`src/rtl/bank_map_regs.sv`:
```
module bank_map_regs #(
  parameter int PRG_BANKS = 32,
  localparam int PRG_W = (PRG_BANKS > 1) ? $clog2(PRG_BANKS) : 1
) (
  input  logic             clk,
  input  logic             rst_n,
  input  logic [15:0]      cpu_addr,
  input  logic [7:0]       cpu_data,
  input  logic             cpu_wr,
  input  logic [12:0]      ppu_addr,
  output logic [PRG_W-1:0] prg_bank,
  output logic [7:0]       chr_bank
);
  localparam logic [PRG_W-1:0] BANK_LAST = PRG_W'(PRG_BANKS - 1);
  localparam logic [PRG_W-1:0] BANK_PREV = PRG_W'(PRG_BANKS - 2);

  logic [7:0]      win0_q, win1_q;
  logic [7:0][7:0] chr_q;

  wire [3:0] row     = cpu_addr[15:12];
  wire [3:0] row_off = row - 4'hB;
  wire       chr_hit = cpu_wr && (row >= 4'hB) && (row <= 4'hE);
  wire [2:0] chr_idx = {row_off[1:0], cpu_addr[3]};
  wire       hi_port = cpu_addr[2];

  function automatic logic [PRG_W-1:0] wrap(input logic [7:0] b);
    return PRG_W'(32'(b) % PRG_BANKS);
  endfunction

  always_ff @(posedge clk) begin
    if (!rst_n) begin
      win0_q <= 8'd0;
      win1_q <= 8'd1;
      for (int k = 0; k < 8; k++) chr_q[k] <= 8'(k);
    end else begin
      if (cpu_wr && row == 4'h8) win0_q <= cpu_data;
      if (cpu_wr && row == 4'hA) win1_q <= cpu_data;
      if (chr_hit) begin
        if (hi_port) chr_q[chr_idx][7:4] <= cpu_data[3:0];
        else         chr_q[chr_idx][3:0] <= cpu_data[3:0];
      end
    end
  end

  always_comb begin
    unique case (cpu_addr[14:13])
      2'b00:   prg_bank = wrap(win0_q);
      2'b01:   prg_bank = wrap(win1_q);
      2'b10:   prg_bank = BANK_PREV;
      default: prg_bank = BANK_LAST;
    endcase
  end

  assign chr_bank = chr_q[ppu_addr[12:10]];
endmodule

```
`config.mk`:
```
export PLATFORM = sky130hd
export DESIGN_NAME = bank_map_regs
export DESIGN_NICKNAME = d
export VERILOG_FILES = /design/src/rtl/bank_map_regs.sv
export SDC_FILE = /design/constraint.sdc
export NUM_CORES = 1
export LEC_CHECK = 0
export ABC_AREA = 1
export BUFFER_PORTS_ARGS = -buffer_cell sky130_fd_sc_hd__buf_2
export CAP_MARGIN = 20
export CORE_ASPECT_RATIO = 0.8
export CORE_MARGIN = 2
export CORE_UTILIZATION = 40
export DETAILED_ROUTE_END_ITERATION = 10
export PLACE_DENSITY_LB_ADDON = 0.08
export SYNTH_ARGS = -nofsm -noshare
export SYNTH_HDL_FRONTEND = slang
export SYNTH_SLANG_ARGS = --single-unit
```
`constraint.sdc`:
```
create_clock -name clk -period 3 [get_ports clk]
set_input_delay 0.75 -clock clk [delete_from_list [all_inputs] [get_ports clk]]
set_output_delay 0.75 -clock clk [all_outputs]
set_load 0.01 [all_outputs]
```
==> load_flow_metrics.sql <==
INSERT INTO impl_metrics (metric_group, metric, value, unit) VALUES
('global_routing', 'grt_start_max_net_pins', '75', ''),
('clock_tree', 'clock-sinks', '74', ''),
('pwr', 'pwr-share-seq', '0.422', ''),
('floorplanning', 'overall_die_height', '90.6', 'µm'),
('synth', 'synth_compound_area_frac', '0.0914', ''),
('floorplanning', 'die-width', '112', 'µm'),
('drt', 'viasPerCell', '5.22', ''),
('floorplanning', 'io-pin-count', '53', ''),
('critical_path', 'timing.critical_path.cells', 'buf_2 > inv_1 > buf_4 > nor2_1 > o21ai_0 > nand2_1 > nand2_1 > buf_2', ''),
('global_routing', 'initial_antenna_violation_count', '0', ''),
('critical_path', 'critPathArrivalTime', '1.88', 'ns'),
('cells_and_area', 'synthToLayoutAreaGrowth', '14.3', '%'),
('place', 'dp_hpwl', '7400', 'µm'),
('global_routing', 'first_global_vias', '3514', ''),
('synth', 'synth_most_common_cell', 'sky130_fd_sc_hd__nor2_1', ''),
('synth', 'syn-mean-instance-area', '6.25', 'µm²'),
('sta', 'hold-worst-slack', '0.460', 'ns'),
('synth', 'dominantRegCellSynth', 'sky130_fd_sc_hd__dfxtp_1', ''),
('synth', 'synth_async_sr_flop_share', '0', ''),
('critical_path', 'worst_setup_path_end_kind', 'output port', ''),
('drt', 'routedWlPerCell', '15.0', 'µm'),
('floorplanning', 'die_area', '10200', 'µm²'),
('floorplanning', 'placeableCoreArea', '9080', 'µm²'),
('synth', 'netlist.top_cell.by_area', 'sky130_fd_sc_hd__dfxtp_1', ''),
('floorplanning', 'std_cell_rows', '31', ''),
('place', 'gp_congestion', '0.818', ''),
('synth', 'synth_nets', '640', ''),
('cells_and_area', 'nets', '652', ''),
('sta', 'setup_viol', '0', ''),
('synth', 'synth_mux_area_frac', '0', ''),
('pwr', 'cellPowerDensity', '552', 'nW/µm²'),
('pwr', 'cell_leakage_power', '1.86', 'nW'),
('cells_and_area', 'num_antenna_cells', '0', ''),
('clock_tree', 'cts.path.max_buffers', '2', ''),
('synth', 'post_synth_xor_area_fraction', '0', ''),
('critical_path', 'largest_stage_delay_on_the_critical_path', '0.33', 'ns'),
('critical_path', 'r2r_cells', '2', ''),
('drt', 'routed_wirelength', '11000', 'µm'),
('sta', 'slew_violations', '0', ''),
('synth', 'synth_seq_cells', '74', ''),
('pwr', 'power.combinational.fraction', '0.110', ''),
('synth', 'syn_area', '3750', 'µm²'),
('hold_path', 'holdCritStartpoint', 'chr_q[25]', ''),
('sta', 'rsz0062_at_grt', 'no', ''),
('drt', 'drt.antenna.violating_nets', '0', ''),
('hold_path', 'timing.hold.worst_path_depth', '2', ''),
('pwr', 'share_clk_of_total_power', '0.468', ''),
('sta', 'highest_attainable_clock_frequency', '0.380', 'GHz'),
('pwr', 'power.net_switching', '612', 'µW'),
('sta', 'finalClockSkew', '0', 'ns'),
('pwr', 'finalPower', '2.37', 'mW'),
('run_status', 'status', 'completed', ''),
('hold_path', 'end_point_of_the_worst_hold_path', 'chr_q[25]', ''),
('clock_tree', 'cts.clk_slew.worst_paths', '0.06', 'ns'),
('global_routing', 'globalRouteOverflowTotal', '0', ''),
('clock_tree', 'post_cts_resize_count', '0', ''),
('pwr', 'swShare', '0.259', ''),
('floorplanning', 'starting_density', '0.413', ''),
('flow_run', 'timing.max_cap.violations', '0', ''),
('synth', 'synth_enable_flop_cells', '0', ''),
('drt', 'drc', '0', ''),
('drt', 'detailedRoute.firstPassIterationCount', '4', ''),
('place', 'io_buffers', '29', ''),
('global_routing', 'grt_pass1_wl', '18300', 'µm'),
('hold_path', 'hold_path_class', 'reg -> reg', ''),
('synth', 'top_area_cells_in_the_synthesized_netlist', 'sky130_fd_sc_hd__dfxtp_1 (39%), sky130_fd_sc_hd__nor2_1 (19%), sky130_fd_sc_hd__nand2_1 (11%), sky130_fd_sc_hd__nand3_1 (11%), sky130_fd_sc_hd__o21ai_0 (8.0%)', ''),
('synth', 'count_of_synthesis_stage_warnings_from_yosys', '0', ''),
('synth', 'post_synth_and_or_nand_nor_area_fraction', '0.445', ''),
('global_routing', 'grt.total_usage', '0.225', ''),
('drt', 'route.vias.total', '3819', ''),
('critical_path', 'reg2reg_slack', '2.40', 'ns');
==> cell usage in the layout (no fill, tap or decap) <==
master                       instances
sky130_fd_sc_hd__nor2_2              9
sky130_fd_sc_hd__nor2_1            188
sky130_fd_sc_hd__nand2_2             1
sky130_fd_sc_hd__nand3_1            80
sky130_fd_sc_hd__nor2_4              3
sky130_fd_sc_hd__clkbuf_8            2
sky130_fd_sc_hd__o211ai_1            1
sky130_fd_sc_hd__clkinvlp_4          1
sky130_fd_sc_hd__o21ai_0            60
sky130_fd_sc_hd__clkinv_2            3
sky130_fd_sc_hd__buf_2              29
sky130_fd_sc_hd__buf_12              4
sky130_fd_sc_hd__dfxtp_1            74
sky130_fd_sc_hd__o22ai_1             4
sky130_fd_sc_hd__inv_1              26
sky130_fd_sc_hd__nand2_1           109
sky130_fd_sc_hd__nand3_4             1
sky130_fd_sc_hd__inv_2               2
sky130_fd_sc_hd__a21oi_1             2
sky130_fd_sc_hd__nand4_1             5
sky130_fd_sc_hd__clkbuf_16           9
sky130_fd_sc_hd__buf_4               2
sky130_fd_sc_hd__bufinv_16           1
sky130_fd_sc_hd__nand3_2             1
==> state kept, by name, summed over array words and instances, names as in the netlist <==
| register | flops |
|---|---|
| chr_q | 64 |
| win0_q | 5 |
| win1_q | 5 |
==> power by group through the flow <==
| stage | logic, mW | clock network, mW | registers, mW |
|---|---|---|---|
| global route | 0.290 | 1.17 | 0.999 |
| global placement | 0.257 | 0 | 1.02 |
| finish | 0.261 | 1.11 | 0.998 |
| CTS | 0.260 | 1.13 | 0.998 |
| floorplan | 0.168 | 0 | 1.02 |
| detailed placement | 0.259 | 0 | 1.02 |
==> per-layer routing <==
layer / vias to the layer above / part of all wire / global-route usage
met5: - / 0 / 0
met4: 0 / 0.0088 / 0.0549
met3: 9 / 0.057 / 0.0510
met2: 90 / 0.43 / 0.332
met1: 1777 / 0.50 / 0.331
li1: 1943 / - / -
==> cells by family (layout without fill, tap and decap cells) <==
group,after synthesis,in the layout
AND/OR/NAND/NOR,397,397
AO/OA/AOI/OAI,67,67
flip-flops,74,74
buffers and inverters,62,79
==> critical path, delay by kind of cell <==
family / cells / cell delay [ns]
buf+inv: 4 / 0.55
compound gates: 1 / 0.33
simple gates: 3 / 0.25
==> through the flow <==
stage          area [µm²]  worst slack, ns   util
2_1_floorplan        3750            0.822      -
3_3_place_gp         3980            0.374  0.439
3_5_place_dp         3980            0.392  0.439
4_1_cts              4290            0.383  0.473
5_1_grt              4290            0.259  0.473
6_report             4290            0.365  0.473
==> worst max path at each step <==
stage | start | end | slack [ns] | cells after the start
after floorplan | ppu_addr[10] | chr_bank[3] | 0.82 | 6
after CTS | ppu_addr[11] | chr_bank[3] | 0.38 | 7
after global routing | ppu_addr[11] | chr_bank[4] | 0.26 | 7
after detailed placement | ppu_addr[11] | chr_bank[6] | 0.39 | 7
after global placement | ppu_addr[11] | chr_bank[6] | 0.37 | 7
final | ppu_addr[10] | chr_bank[2] | 0.37 | 8
==> cell type report <==
class                           instances  area, µm²  area share
Multi-Input combinational cell        464       2010       0.469
Sequential cell                        74       1480       0.345
Clock buffer                           11        253      0.0589
Timing Repair Buffer                   35        240      0.0560
Tap cell                              115        144      0.0335
Inverter                               28        105      0.0245
Clock inverter                          5       52.6      0.0123
No activity file was read; power rests on OpenSTA's default activity.
